$ cat config.mk
export PLATFORM = sky130hd
export DESIGN_NAME = sync_ref_top
export DESIGN_NICKNAME = d
export VERILOG_FILES = /design/src/rtl/sync_ref_pkg.sv /design/src/rtl/sync_ref_ctrl.sv /design/src/rtl/sync_ref_window.sv /design/src/rtl/sync_ref_dp.sv /design/src/rtl/sync_ref_top.sv
export SDC_FILE = /design/constraint.sdc
export NUM_CORES = 1
export LEC_CHECK = 0
export ABC_AREA = 1
export BUFFER_PORTS_ARGS = -buffer_cell sky130_fd_sc_hd__buf_2
export CAP_MARGIN = 20
export CORE_AREA = 2 2 64 66
export DETAILED_ROUTE_END_ITERATION = 8
export DIE_AREA = 0 0 66 68
export PLACE_DENSITY_LB_ADDON = 0.08
export SYNTH_ARGS = -nofsm -noshare
export SYNTH_HDL_FRONTEND = slang
export SYNTH_SLANG_ARGS = --single-unit
export TNS_END_PERCENT = 10
$ cat constraint.sdc
create_clock -name clk -period 1.1 [get_ports clk]
set_input_delay 0.22 -clock clk [delete_from_list [all_inputs] [get_ports clk]]
set_output_delay 0.22 -clock clk [all_outputs]
set_load 0.01 [all_outputs]
$ cat src/rtl/sync_ref_pkg.sv
package sync_ref_pkg;
  // Strobes from the mode decoder to the datapath
  typedef struct packed {
    logic p1Drive;       // pin 1 is an output
    logic p2Drive;       // pin 2 is an output
    logic p2Cbn;         // pin 2 output excludes lines outside active range
    logic edgeFromPin1;  // pin 1 edges feed the sync strobe
    logic edgeFromPin2;  // pin 2 edges feed the sync strobe
    logic useEmbedded;   // embedded frame sync feeds the strobe
    logic blankEn;       // pin 2 level feeds the blanking output
  } refCtl_t;
endpackage

$ cat src/rtl/sync_ref_ctrl.sv
module sync_ref_ctrl
  import sync_ref_pkg::*;
(
  input  logic    pin1Drive,
  input  logic    pin2Drive,
  input  logic    pin2BlankSel,
  input  logic    syncFromPin2,
  input  logic    embedSync,
  output refCtl_t ctl
);
  logic pinSrc;
  assign pinSrc = ~embedSync;

  always_comb begin
    ctl              = '0;
    ctl.p1Drive      = pin1Drive;
    ctl.p2Drive      = pin2Drive;
    ctl.p2Cbn        = pin2Drive & pin2BlankSel;
    ctl.useEmbedded  = embedSync;
    // a pin chosen as source contributes only while it is an input
    ctl.edgeFromPin1 = pinSrc & ~syncFromPin2 & ~pin1Drive;
    ctl.edgeFromPin2 = pinSrc &  syncFromPin2 & ~pin2Drive;
    ctl.blankEn      = pinSrc &  syncFromPin2 & ~pin2Drive & pin2BlankSel;
  end
endmodule

$ cat src/rtl/sync_ref_window.sv
module sync_ref_window #(
  parameter int PIX_W  = 11,
  parameter int LINE_W = 10
) (
  input  logic [PIX_W-1:0]  pixCount,
  input  logic [LINE_W-1:0] lineCount,
  input  logic [PIX_W-1:0]  pulseStart,
  input  logic [PIX_W-1:0]  pulseEnd,
  input  logic [LINE_W-1:0] firstLine,
  input  logic [LINE_W-1:0] lastLine,
  output logic              hWin,
  output logic              vWin
);
  logic spanValid;
  assign spanValid = pulseStart < pulseEnd;
  assign hWin = spanValid && (pixCount >= pulseStart) && (pixCount < pulseEnd);
  assign vWin = (lineCount >= firstLine) && (lineCount <= lastLine);
endmodule

$ cat src/rtl/sync_ref_dp.sv
module sync_ref_dp
  import sync_ref_pkg::*;
#(
  parameter int PIX_W  = 11,
  parameter int LINE_W = 10,
  parameter int NPINS  = 2
) (
  input  logic              clk,
  input  logic              rstN,
  input  refCtl_t           ctl,
  input  logic [NPINS-1:0]  actLow,
  input  logic [NPINS-1:0]  pinIn,
  input  logic              embSyncStrobe,
  input  logic [PIX_W-1:0]  pixCount,
  input  logic [LINE_W-1:0] lineCount,
  input  logic [PIX_W-1:0]  pulseStart,
  input  logic [PIX_W-1:0]  pulseEnd,
  input  logic [LINE_W-1:0] firstLine,
  input  logic [LINE_W-1:0] lastLine,
  output logic [NPINS-1:0]  pinOut,
  output logic [NPINS-1:0]  pinOe,
  output logic              hSyncStrobe,
  output logic              extBlank
);
  logic hWin, vWin;
  logic [NPINS-1:0] metaLvl, syncLvl, prevLvl, edgeHit, pulseReg, pulseNext, drive;
  logic strobeNext, blankNext;

  sync_ref_window #(.PIX_W(PIX_W), .LINE_W(LINE_W)) uWin (
    .pixCount(pixCount), .lineCount(lineCount),
    .pulseStart(pulseStart), .pulseEnd(pulseEnd),
    .firstLine(firstLine), .lastLine(lastLine),
    .hWin(hWin), .vWin(vWin)
  );

  assign drive        = {ctl.p2Drive, ctl.p1Drive};
  assign pulseNext[0] = hWin;
  assign pulseNext[1] = hWin & (~ctl.p2Cbn | vWin);

  for (genvar i = 0; i < NPINS; i++) begin : gPin
    always_ff @(posedge clk or negedge rstN) begin
      if (!rstN) begin
        metaLvl[i]  <= 1'b0;
        syncLvl[i]  <= 1'b0;
        prevLvl[i]  <= 1'b0;
        pulseReg[i] <= 1'b0;
      end else begin
        metaLvl[i]  <= pinIn[i];
        syncLvl[i]  <= metaLvl[i];
        prevLvl[i]  <= syncLvl[i];
        pulseReg[i] <= pulseNext[i];
      end
    end
    assign edgeHit[i] = actLow[i] ? (prevLvl[i] & ~syncLvl[i])
                                  : (~prevLvl[i] & syncLvl[i]);
    assign pinOut[i]  = drive[i] & (pulseReg[i] ^ actLow[i]);
    assign pinOe[i]   = drive[i];
  end

  assign strobeNext = ctl.useEmbedded ? embSyncStrobe
                    : ((ctl.edgeFromPin1 & edgeHit[0]) | (ctl.edgeFromPin2 & edgeHit[1]));
  assign blankNext  = ctl.blankEn & (syncLvl[1] ^ actLow[1]);

  always_ff @(posedge clk or negedge rstN) begin
    if (!rstN) begin
      hSyncStrobe <= 1'b0;
      extBlank    <= 1'b0;
    end else begin
      hSyncStrobe <= strobeNext;
      extBlank    <= blankNext;
    end
  end

  // an empty or inverted span never produces a pulse
  p_empty_span_r8: assert property (@(posedge clk) disable iff (!rstN)
    (pulseStart >= pulseEnd) |=> (pulseReg == '0));

  // composite-blanking output is silent outside the active lines
  p_cbn_vblank_r4: assert property (@(posedge clk) disable iff (!rstN)
    (ctl.p2Cbn && (lineCount < firstLine || lineCount > lastLine)) |=> !pulseReg[1]);

  // plain reference output is present on any line inside the span
  p_href_all_lines_r3: assert property (@(posedge clk) disable iff (!rstN)
    (!ctl.p2Cbn && pulseStart <= pixCount && pixCount < pulseEnd) |=> pulseReg[1]);

  // a pin-derived strobe lasts a single clock
  p_strobe_width_r6: assert property (@(posedge clk) disable iff (!rstN)
    (hSyncStrobe && !ctl.useEmbedded) |=>
      (!hSyncStrobe || ctl.useEmbedded || !$stable(ctl.edgeFromPin2)));

  // blanking output only follows the input-plus-blanking mode
  p_blank_mode_r9: assert property (@(posedge clk) disable iff (!rstN)
    extBlank |-> $past(ctl.blankEn));
endmodule

$ cat src/rtl/sync_ref_top.sv
module sync_ref_top
  import sync_ref_pkg::*;
#(
  parameter int PIX_W  = 11,
  parameter int LINE_W = 10
) (
  input  logic              clk,
  input  logic              rstN,
  input  logic              pin1ActLow,
  input  logic              pin1Drive,
  input  logic              pin2ActLow,
  input  logic              pin2Drive,
  input  logic              pin2BlankSel,
  input  logic              syncFromPin2,
  input  logic              embedSync,
  input  logic              embSyncStrobe,
  input  logic [PIX_W-1:0]  pixCount,
  input  logic [LINE_W-1:0] lineCount,
  input  logic [PIX_W-1:0]  pulseStart,
  input  logic [PIX_W-1:0]  pulseEnd,
  input  logic [LINE_W-1:0] firstLine,
  input  logic [LINE_W-1:0] lastLine,
  input  logic              pin1In,
  input  logic              pin2In,
  output logic              pin1Out,
  output logic              pin1Oe,
  output logic              pin2Out,
  output logic              pin2Oe,
  output logic              hSyncStrobe,
  output logic              extBlank
);
  localparam int NPINS = 2;
  refCtl_t ctl;
  logic [NPINS-1:0] pinOutV, pinOeV;

  sync_ref_ctrl uCtrl (
    .pin1Drive(pin1Drive), .pin2Drive(pin2Drive), .pin2BlankSel(pin2BlankSel),
    .syncFromPin2(syncFromPin2), .embedSync(embedSync), .ctl(ctl)
  );

  sync_ref_dp #(.PIX_W(PIX_W), .LINE_W(LINE_W), .NPINS(NPINS)) uDp (
    .clk(clk), .rstN(rstN), .ctl(ctl),
    .actLow({pin2ActLow, pin1ActLow}), .pinIn({pin2In, pin1In}),
    .embSyncStrobe(embSyncStrobe),
    .pixCount(pixCount), .lineCount(lineCount),
    .pulseStart(pulseStart), .pulseEnd(pulseEnd),
    .firstLine(firstLine), .lastLine(lastLine),
    .pinOut(pinOutV), .pinOe(pinOeV),
    .hSyncStrobe(hSyncStrobe), .extBlank(extBlank)
  );

  assign pin1Out = pinOutV[0];
  assign pin2Out = pinOutV[1];
  assign pin1Oe  = pinOeV[0];
  assign pin2Oe  = pinOeV[1];

  // an input pin never drives its pad
  p_input_quiet_r2: assert property (@(posedge clk) disable iff (!rstN)
    (!pin1Drive |-> !pin1Out) and (!pin2Drive |-> !pin2Out));
endmodule

After elaboration in Yosys (flattened, before gate mapping)
Cells that the tools add are included. W data, S select, Z words.

Input port bits: 75. Register bits: 10.

Bitwise logic cells: 30. Reductions and logical operators: 3. Magnitude comparators: 5. Mux-type cells: 3.

Operator list (number): $lt A11 B11 Y1 (2); $and A1 B1 Y1 (16); $ge A11 B11 Y1 (1); $ge A10 B10 Y1 (1); $le A10 B10 Y1 (1); $not A1 Y1 (9); $logic_and A1 B1 Y1 (3); $mux W1 (3); $xor A1 B1 Y1 (3); $or A1 B1 Y1 (2).

Logic depth before layout (Yosys ltp)
Gate-level depths: netlist of run 1.

Depth after elaboration: 6. Depth in mapped cells: 13.

By module
A second synthesis of run 1 with hierarchy kept.

Cells, all modules: 285. Area, all modules: 1854.3 µm².

By module, submodules not included: sync_ref_window (area each 1388.8 µm², times used 1, cells an instance 229, sequential area each 0.0 µm²); sync_ref_dp (area each 399.1 µm², times used 1, cells an instance 44, sequential area each 250.2 µm²); sync_ref_ctrl (area each 66.3 µm², times used 1, cells an instance 12, sequential area each 0.0 µm²).

Worst setup path before layout of run 1
No wires, ideal clock.

Path type: input to register. Start point: in pulseEnd[10]. End point: reg uDp.pulseReg[1]. Slack: -0.124 ns. Buffers on the path: 0. Required time: 0.987 ns. Library setup time: 0.113 ns. Data arrival time: 1.111 ns. Stages on the path: 12. Path through: inv_1 -> ha_1 -> nand2_1 -> nor2_1 -> and2_1 -> nand2_1 -> nand2_1 -> inv_1 -> nand2_1 -> nor2_2 -> nand2_1 -> inv_1.

Cells in the longest elaborated chain, start to end: 4. Elaborated cells on any way between the ends: 5. Classes of those cells: order compare: 2; bitwise: 1; reduce/logical: 2.

RTL lines: from (decl) (line sync_ref_top.sv:20) `input logic [PIX_W-1:0] pulseEnd,`; $lt A11 B11 Y1 (line sync_ref_window.sv:15) `assign spanValid = pulseStart < pulseEnd;`; $logic_and A1 B1 Y1 (line sync_ref_window.sv:16) `assign hWin = spanValid && (pixCount >= pulseStart) && (pixCount < pulseEnd);`; $logic_and A1 B1 Y1 (*) (line sync_ref_window.sv:16); via uDp.hWin (line sync_ref_dp.sv:25) `logic hWin, vWin;`; $and A1 B1 Y1 (*) (line sync_ref_dp.sv:38) `assign pulseNext[1] = hWin & (~ctl.p2Cbn | vWin);`; via uDp.pulseNext[1] (line sync_ref_dp.sv:26) `logic [NPINS-1:0] metaLvl, syncLvl, prevLvl, edgeHit, pulseReg, pulseNext, drive;`; to (signal, indexed assignment) (line sync_ref_dp.sv:51) `pulseReg[i] <= pulseNext[i];`; to (decl) (line sync_ref_dp.sv:26).

The timed path passes the listed nets; every way through them passes the cells marked *.

Worst setup path in the final report of run 1
Start point: reg uDp.pulseReg[1]. End point: out pin2Out.

Cells in the longest elaborated chain, start to end: 2.

RTL lines: $xor A1 B1 Y1 (line sync_ref_dp.sv:56) `assign pinOut[i] = drive[i] & (pulseReg[i] ^ actLow[i]);`; $and A1 B1 Y1 (line sync_ref_dp.sv:56); to (decl) (line sync_ref_top.sv:27) `output logic pin2Out,`.

Every way passes these cells.

==> run metrics, run 1 <==
status finished, violations left; failing checks negative setup slack; DR WL/cell slightly below 10 microns; row cnt 23; initial antenna violation count 0; synthesized cell area 1779 sq um; Critical Path Sink Type output port; Worst Setup SP uDp.pulseReg[1]; WS Path Type register to output port; area delta synth->final 47.54%; Ys Warns 0; CP peak stage delay 380 ps; number of global-route vias before repair about 1800; Yosys top cell by area ha_1; IO buf count 80; H-tree lvl count 1; number of synthesized register bits 10; Gate Count Post-Synth 274; Top FF cell, synth dfrtp_1; number of max-cap violations 0; largest net degree at the start of global routing 11; P_sw 0.5726 mW; Tmin final 1150 ps; min setup slack post-route -50.35 ps; CP required 880 ps; Worst R2R Start uDp.syncLvl[0]; clock skew 0.9364 ps; RSZ-0062 raised after global routing yes; DRC violation count after routing 0; HP Start pin1In; Hold Path Class input pin to register; CTS Buf Count 3; CP arrival 930 ps; Area after DPL 2460 sq um; Antenna diodes 0; CTS clock-pin slew for the worst setup and hold paths 40 ps; area share of the largest cell type after synthesis 35.86%; sequential area share after synthesis 14.06%; post-route cell area 2625 sq um; Slew Viols, Final 0; die area 4488 sq um; largest buffer count on any clock path 2; layout cells sized above 1 35.57%; Reg power frac approximately a quarter; type of origin of the critical path register; die height 68 microns; DR vias roughly 1900; asr flop ratio synth 100.0%; endpoints failing hold 0; Buf/Inv on CP 1; # nets final 484; clk sink count 10; setup violators final 3; Avg Vias per Cell 4.595; Overall Power around 1.7 mW; clock root cell clkbuf_8; maximum vdd ir drop 287.7 uV; GRT Util Overall 19.01%; DRT Pass-1 Iters 4; Area contributors post-synth ha_1 36%, nand2_1 17%, dfrtp_1 14%, inv_1 14%, nor2_1 5.1%; Post-CTS Setup Inserts 0; CP Max Fanout 2; Tcrit/Tclk final 104.6%; Initial DRC Count 58; core footprint 3856 sq um; syn_nets 400; initial core utilization between 40 and 50%; CTS tree done; io pins about 80; Post-DRT Antenna Nets 0; clock power share 26.8%; grt ovf 0; clk_lat worst skew 230 ps; P_int 1.096 mW; final wirelength 3.959 mm; total area of sequential cells 250.2 sq um; multi-input logic area between 1500 and 2000 sq um; leakage power 1.542 nW; Synth cell types 19; f_max 869.3 MHz; most used cell, CP nand2_1; FILL cells 370; EDFF count, synth 0; hpwl dp 3.554 mm; delay-heaviest family, CP flip-flops; die width 66 microns; Worst Tran Pin Value around 220 ps; Avg Cell Area, Syn 6.493 sq um; Net Sw Frac 34.31%; RD Place Congestion 0.7962; CP Cell Sequence nand2_1, nand2_1, nor2_1, buf_2; Comb power frac roughly half; slowest CP cell dfrtp_1; Cell Pwr Density roughly 640 nW/um^2; first-pass GRT wire length around 6.8 mm; Worst slew margin 85.22%
## placed cells by master, fill, tap and decap left out, types with 3 or more instances in the layout
cell and n:
inv_4 3, buf_4 3, a21o_1 4, ha_1 33, buf_2 76, a21oi_1 13
ha_4 18, nor2_1 16, nand2_1 72, nand2_2 5, nor2_2 8, nand3_1 9
clkbuf_8 4, inv_1 58, dfrtp_1 10
## through the flow
step                      hold slack (ps)  std cells  setup TNS (ps)  setup WS, ps  util [%]
after floorplan                    -75.59        274          -61.97        -61.97         -
after global placement              84.39        402          -534.4        -306.9     63.79
after detailed placement            85.11        402          -589.7        -337.5     63.79
after global routing                89.65        407          -426.1        -144.9     68.07
after CTS                           90.09        407          -137.1        -51.51     66.90
final                               95.25        407          -125.8        -50.35     68.07
## per-layer routing
| metal | wire (microns) | track usage (%) | up-vias |
|---|---|---|---|
| li1 | - | - | 1020 |
| met1 | 1732 | 21.10 | 784 |
| met2 | 1913 | 38.13 | 60 |
| met3 | 259 | 1.974 | 6 |
| met4 | 54 | 5.357 | 0 |
| met5 | 0 | 0 | - |
## state kept, by name (all words and copies together), names as in the netlist
name and count:
uDp.metaLvl 2, uDp.prevLvl 2, uDp.pulseReg 2, uDp.syncLvl 2
uDp.extBlank 1, uDp.hSyncStrobe 1
## worst paths after layout
kind / endpoint / slack [ps] / depth (start not counted)
worst max-delay path: pin2Out / -50 / 4
worst min-delay path: uDp.metaLvl[0] / 100 / 1
worst max register to register: uDp.hSyncStrobe / 250 / 3
worst min register to register: uDp.syncLvl[0] / 340 / 0
max in group asynchronous: uDp.pulseReg[1] / 530 / 2
min in group asynchronous: uDp.extBlank / 380 / 2
## synthesized netlist by cell type, types with 2 or more instances
| cell | count |
|---|---|
| nor2_1 | 24 |
| dfrtp_1 | 10 |
| and2_1 | 2 |
| o21ai_0 | 4 |
| nand3_1 | 9 |
| inv_1 | 66 |
| a21o_1 | 4 |
| ha_1 | 51 |
| a21oi_1 | 14 |
| buf_4 | 2 |
| nand2_1 | 79 |
| nand4_1 | 2 |
## cells by family after synthesis
logic type | Yosys count | share of synthesized area (%)
fa+ha+maj | 51 | 35.86
mux | 1 | 0.5626
flops | 10 | 14.06
buf+inv | 68 | 14.77
compound gates | 24 | 7.596
simple gates | 120 | 27.14
## power by group through the flow
stage / Clock, mW / Sequential, mW / Combinational [mW]
2_1_floorplan: 0 / 0.407 / 0.459
3_3_place_gp: 0 / 0.406 / 0.739
3_5_place_dp: 0 / 0.407 / 0.752
4_1_cts: 0.460 / 0.402 / 0.796
5_1_grt: 0.475 / 0.404 / 0.963
6_report: 0.448 / 0.402 / 0.820
## layout make-up
class / count / share of cell area, %
Clock buffer: 4 / 2.097
Inverter: 66 / 10.87
Multi-Input combinational cell: 196 / 58.96
Sequential cell: 10 / 9.533
Tap cell: 50 / 2.383
Timing Repair Buffer: 81 / 16.16
## timing repair
action                                  CTS  global route
hold buffers                              1             0
resized for setup                        13            10
pin swaps                                 6             4
endpoints found under the setup margin    4             4
hold endpoints to repair                 10             0
gates cloned                              0             0
Power figures use the tool's default switching activity.
==> run 2: changes to the inputs <==
==> constraint.sdc (replaced) <==
create_clock -name clk -period 1.1 [get_ports clk]
set_input_delay 0.22 -clock clk [delete_from_list [all_inputs] [get_ports clk]]
set_output_delay 0.22 -clock clk [all_outputs]
set_load 0.05 [all_outputs]
==> run 2 against run 1 <==
Critical path depth unchanged; sequential cell count stayed put; the run still ends with negative setup slack left; combinational power is 7.9% lower; total power down 3.8%; worst hold slack worse by 0.66 ps; worst setup slack got worse by 62 ps; first-iteration DRC count shrank 6.9%; final area is 9.2% lower; largest power group unchanged; largest cell class unchanged; critical path type unchanged; die area unchanged; clock-buffer cell count is the same; clock power is essentially flat.
==> run metrics, run 2 (same netlist as run 1, synthesis figures left out) <==
io pins 81 (unchanged); RSZ-0062 raised after global routing yes; hpwl dp 3.410 mm (-4.1%); RD Place Congestion 0.8152 (+2.4%); CP Cell Sequence nand2_1, nand2_1, nor2_1, buf_4; hold slack 94.59 ps (-0.6633 ps); CTS tree done; core footprint 3856 sq um (unchanged); WS Path Type register to output port; Worst Setup SP uDp.pulseReg[1]; HP Start pin2In; final wirelength 3.758 mm (-5.1%); Post-DRT Antenna Nets 0 (unchanged); status finished, violations left; Antenna diodes 0 (unchanged); first-pass GRT wire length 6.244 mm (-8.5%); Buf/Inv on CP 1 (unchanged); row cnt 23 (unchanged); f_max 824.8 MHz (-5.1%); CP Max Fanout 2 (unchanged); DR WL/cell 9.233 microns (-5.1%); Slew Viols, Final 0 (unchanged); leakage power 1.534 nW (-0.48%); number of global-route vias before repair 1640 (-11%); most common cell after layout, fill and taps aside buf_2; CP required 880 ps (about the same); maximum vdd ir drop 324.5 uV (+13%); Critical Path Sink Type output port; die width 66 microns (unchanged); die area 4488 sq um (unchanged); GRT Util Overall 17.17% (-1.8 points); DR vias 1848 (-1.2%); Overall Power 1.606 mW (-3.8%); largest net degree at the start of global routing 11 (unchanged); failing checks negative setup slack; # nets final 484 (unchanged); reg-to-reg setup timing slack 250 ps (about the same); CTS clock-pin slew for the worst setup and hold paths 50 ps (about the same); grt ovf 0 (unchanged); Hold Path Class input pin to register; H-tree lvl count 1 (unchanged); largest buffer count on any clock path 2 (unchanged); Avg Vias per Cell 4.541 (-1.2%); die height 68 microns (unchanged); endpoints failing hold 0 (unchanged); clock root cell clkbuf_8; Post-CTS Setup Inserts 0 (unchanged); layout cells sized above 1 29.13% (-6.4 points); Tmin final 1212 ps (+62.07 ps); R2R Path End uDp.hSyncStrobe; Worst Tran Pin Value 249.9 ps (+28.23 ps); clk sink count 10 (unchanged); WP depth 4 (unchanged); initial antenna violation count 0 (unchanged); worst setup path end pin2Out; Final Util 61.78% (-6.3 points); initial core utilization 46.14% (unchanged); Cell Pwr Density 674.1 nW/um^2 (+6.0%); CP arrival 990 ps (+60 ps); clock skew 2.541 ps (+1.605 ps); DRT Pass-1 Iters 4 (unchanged); Worst slew margin 83.45% (-1.8 points); area delta synth->final 33.90%; CTS Buf Count 3 (unchanged); IO buf count 80 (unchanged); type of origin of the critical path register; slowest CP cell dfrtp_1; most frequent cells in the layout 78 x buf_2, 76 x nand2_1, 65 x inv_1; most used cell, CP nand2_1; DP Worst Slack -345.7 ps (-8.226 ps); worst r2r path cells 3 (unchanged); DRC violation count after routing 0 (unchanged); clk_lat worst skew 230 ps (about the same); CP peak stage delay 380 ps (about the same); number of max-cap violations 0 (unchanged); Worst R2R Start uDp.syncLvl[0]; min setup slack post-route -112.4 ps (-62.07 ps); delay-heaviest family, CP flip-flops; Initial DRC Count 54 (-6.9%); setup violators final 3 (unchanged); Tcrit/Tclk final 110.2% (+5.6 points)
[run 2: timing repair]
| action | in CTS | in global routing |
|---|---|---|
| gates resized for setup | 5 | 17 |
| gates cloned | 0 | 0 |
| hold buffers | 1 | 0 |
| hold endpoints to repair | 10 | 0 |
| setup endpoints to repair | 3 | 4 |
| pin swaps | 1 | 5 |
[run 2: stage by stage]
stage / TNS [ps] / instances / area (sq um)
3_3_place_gp: -540.3 / 402 / 2230
5_1_grt: -563.3 / 407 / 2382
3_5_place_dp: -578.4 / 402 / 2230
6_report: -288.8 / 407 / 2382
4_1_cts: -304.4 / 407 / 2308
2_1_floorplan: -389.7 / 274 / 1782
[run 2: area by class of cell]
class                           count  area (sq um)
Clock buffer                        4         55.05
Inverter                           66         247.7
Fill cell                         399          1474
Tap cell                           50         62.56
Timing Repair Buffer               81         419.2
Multi-Input combinational cell    196          1348
Sequential cell                    10         250.2
[run 2: worst min-delay path by stage]
stage                      end  slack [ps]  cells past startpoint
2_1_floorplan     uDp.extBlank         -80                      0
3_3_place_gp   uDp.hSyncStrobe          80                      1
3_5_place_dp    uDp.prevLvl[1]          90                      1
4_1_cts         uDp.metaLvl[0]          90                      1
5_1_grt         uDp.metaLvl[1]          90                      1
6_report        uDp.metaLvl[1]          90                      1
[run 2: power breakdown]
part | switching [mW] | total (mW) | internal, mW
logic | 0.420 | 0.755 | 0.336
clock network | 0.135 | 0.449 | 0.314
registers | 0.0107 | 0.402 | 0.391
total | 0.565 | 1.61 | 1.04
[run 2: layer usage]
metal	global-route usage [%]	wire, microns	vias up
met3	2.138	214	0
met4	1.531	0	0
met1	21.10	1661	779
met5	0	0	-
li1	-	-	1016
met2	33.21	1882	53
[run 2: worst register-to-register path, cell delays in order (launching register included)]
cell	delay (ps)
dfrtp_1	380
a21oi_1	130
nand3b_1	110
o211ai_1	100
==> run 3: changes to the inputs <==
--- a/config.mk
+++ b/config.mk
@@ -8,10 +8,10 @@
 export ABC_AREA = 1
 export BUFFER_PORTS_ARGS = -buffer_cell sky130_fd_sc_hd__buf_2
 export CAP_MARGIN = 20
-export CORE_AREA = 2 2 64 66
+export CORE_AREA = 2 2 88 90
 export DETAILED_ROUTE_END_ITERATION = 8
-export DIE_AREA = 0 0 66 68
-export PLACE_DENSITY_LB_ADDON = 0.08
+export DIE_AREA = 0 0 90 92
+export PLACE_DENSITY = 0.53
 export SYNTH_ARGS = -nofsm -noshare
 export SYNTH_HDL_FRONTEND = slang
 export SYNTH_SLANG_ARGS = --single-unit
==> run 3 against run 2 <==
The run still ends with negative setup slack left; first-iteration DRC count is 80% lower; global-route usage fell by 7.1 points; worst setup slack worse by 12 ps; critical path depth unchanged; cell count increased by 13%; non-clock buffer count increased by 2; final area increased by 8.9%; sequential cell count unchanged; combinational power up 10%; worst hold slack worse by 4.1 ps; sequential power barely moved; die area rose by 84%; critical path type unchanged; largest power group unchanged; highest routed layer is now met4.
==> run metrics, run 3 (same netlist as run 1, synthesis figures left out) <==
first-pass GRT wire length 7.107 mm (+14%); die height 92 microns (+35%); final wirelength 4.248 mm (+13%); Hold Path Class input pin to register; row cnt 32 (+39%); CP arrival 1000 ps (about the same); failing checks negative setup slack; die area 8280 sq um (+84%); status finished, violations left; type of origin of the critical path register; clock skew 0.2836 ps (-2.258 ps); H-tree lvl count 1 (unchanged); Cell Pwr Density 654.0 nW/um^2 (-3.0%); initial core utilization 23.89% (-22 points); CP required 880 ps (about the same); Worst Tran Pin Value 247.0 ps (-2.953 ps); GRT Util Overall 10.05% (-7.1 points); delay-heaviest family, CP flip-flops; CTS clock-pin slew for the worst setup and hold paths 50 ps (about the same); initial antenna violation count 0 (unchanged); most used cell, CP nand2_1; WS Path Type register to output port; endpoints failing hold 0 (unchanged); Overall Power 1.697 mW (+5.7%); number of global-route vias before repair 1812 (+10%); Critical Path Sink Type output port; leakage power 1.545 nW (+0.70%); global routing met2 resource utilization 20.05% (-13 points); clk_lat worst skew 240 ps (about the same); M3 GR Usage 1.315% (-0.82 points); largest buffer count on any clock path 2 (unchanged); slowest CP cell dfrtp_1; Top Usage Layer GRT met2; core footprint 7447 sq um (+93%); Slew Viols, Final 0 (unchanged); grt met1 use 11.35% (-9.8 points); setup violators final 4 (+1); IO buf count 80 (unchanged); most common cell after layout, fill and taps aside buf_2; min setup slack post-route -124.3 ps (-11.84 ps); RD Place Congestion 0.7338 (-10%); clk sink count 10 (unchanged); CTS Buf Count 3 (unchanged); Worst slew margin 83.65% (+0.20 points); number of max-cap violations 0 (unchanged); hpwl dp 3.789 mm (+11%); area delta synth->final 45.85%; Avg Vias per Cell 3.963 (-13%); Post-Layout Cell Count 461 (+13%); DR WL/cell 9.215 microns (-0.20%); Initial DRC Count 11 (-80%); CP Cell Sequence nand2_1, nand2_1, nor2_1, buf_4; DRC violation count after routing 0 (unchanged); DRT Pass-1 Iters 4 (unchanged); die width 90 microns (+36%); # nets final 486 (+0.41%); Buf/Inv on CP 1 (unchanged); f_max 816.8 MHz (-0.97%); maximum vdd ir drop 378.4 uV (+17%); DP Worst Slack -363.8 ps (-18.10 ps); Tmin final 1224 ps (+11.85 ps); grt ovf 0 (unchanged); layout cells sized above 1 34.26% (+5.1 points); Cell Count Post-Placement 455 (+13%); Tcrit/Tclk final 111.3% (+1.1 points); RSZ-0062 raised after global routing yes; Post-DRT Antenna Nets 0 (unchanged); DR vias 1827 (-1.1%); clock root cell clkbuf_8; most frequent cells in the layout 76 x buf_2, 72 x nand2_1, 59 x inv_1; largest net degree at the start of global routing 11 (unchanged); CTS tree done; CP peak stage delay 390 ps (about the same); Antenna diodes 0 (unchanged); io pins 81 (unchanged); CP Max Fanout 2 (unchanged)
-- run 3: cell count changes in the layout (fill, tap and decap cells not counted), sizes merged --
cell,change
buf,+2
-- run 3: cell type report --
class | instances | area (sq um)
inverters | 66 | 257.7
fillers | 835 | 4852
well taps | 102 | 127.6
clock buffers | 4 | 55.05
multi-input cells | 196 | 1458
repair buffers | 83 | 446.7
flip-flops and latches | 10 | 250.2
-- run 3: routing by layer --
metal  wire length, microns  vias up
li1                       -     1021
met1                   1857      760
met2                   2193       44
met3                    182        2
met4                     14        0
met5                      0        -
-- run 3: what timing repair did --
action | 4_1_cts | 5_1_grt
resized for setup | 9 | 37
hold endpoints to repair | 10 | 0
setup endpoints to repair | 4 | 4
pin swaps | 2 | 20
setup buffers | 0 | 1
hold buffers | 1 | 0
-- run 3: power by group --
group          internal (mW)  leakage (nW)  switching [mW]
logic                  0.382          1.39           0.452
clock network          0.315        0.0288           0.146
registers              0.391         0.123          0.0106
total                   1.09          1.54           0.609
-- run 3: through the flow --
step	cell area [sq um]	TNS, ps	hold slack (ps)	utilization [%]
floorplan	1782	-389.7	-75.59	-
global placement	2302	-658.4	92.25	30.91
detailed placement	2302	-653.6	92.35	30.91
CTS	2391	-333.4	85.35	32.11
global route	2595	-748.2	81.00	34.85
finish	2595	-345.2	90.54	34.85
-- run 3: path summary, 6_finish.rpt --
path                            slack (ps)         endpoint            start  cells after the start
worst max-delay path                  -120          pin2Out  uDp.pulseReg[1]                      4
worst min-delay path                    90   uDp.metaLvl[0]           pin1In                      1
worst max register to register         260  uDp.hSyncStrobe   uDp.syncLvl[0]                      3
worst min register to register         350   uDp.syncLvl[1]   uDp.metaLvl[1]                      0
max in group asynchronous              540  uDp.pulseReg[1]             rstN                      2
min in group asynchronous              370     uDp.extBlank             rstN                      2
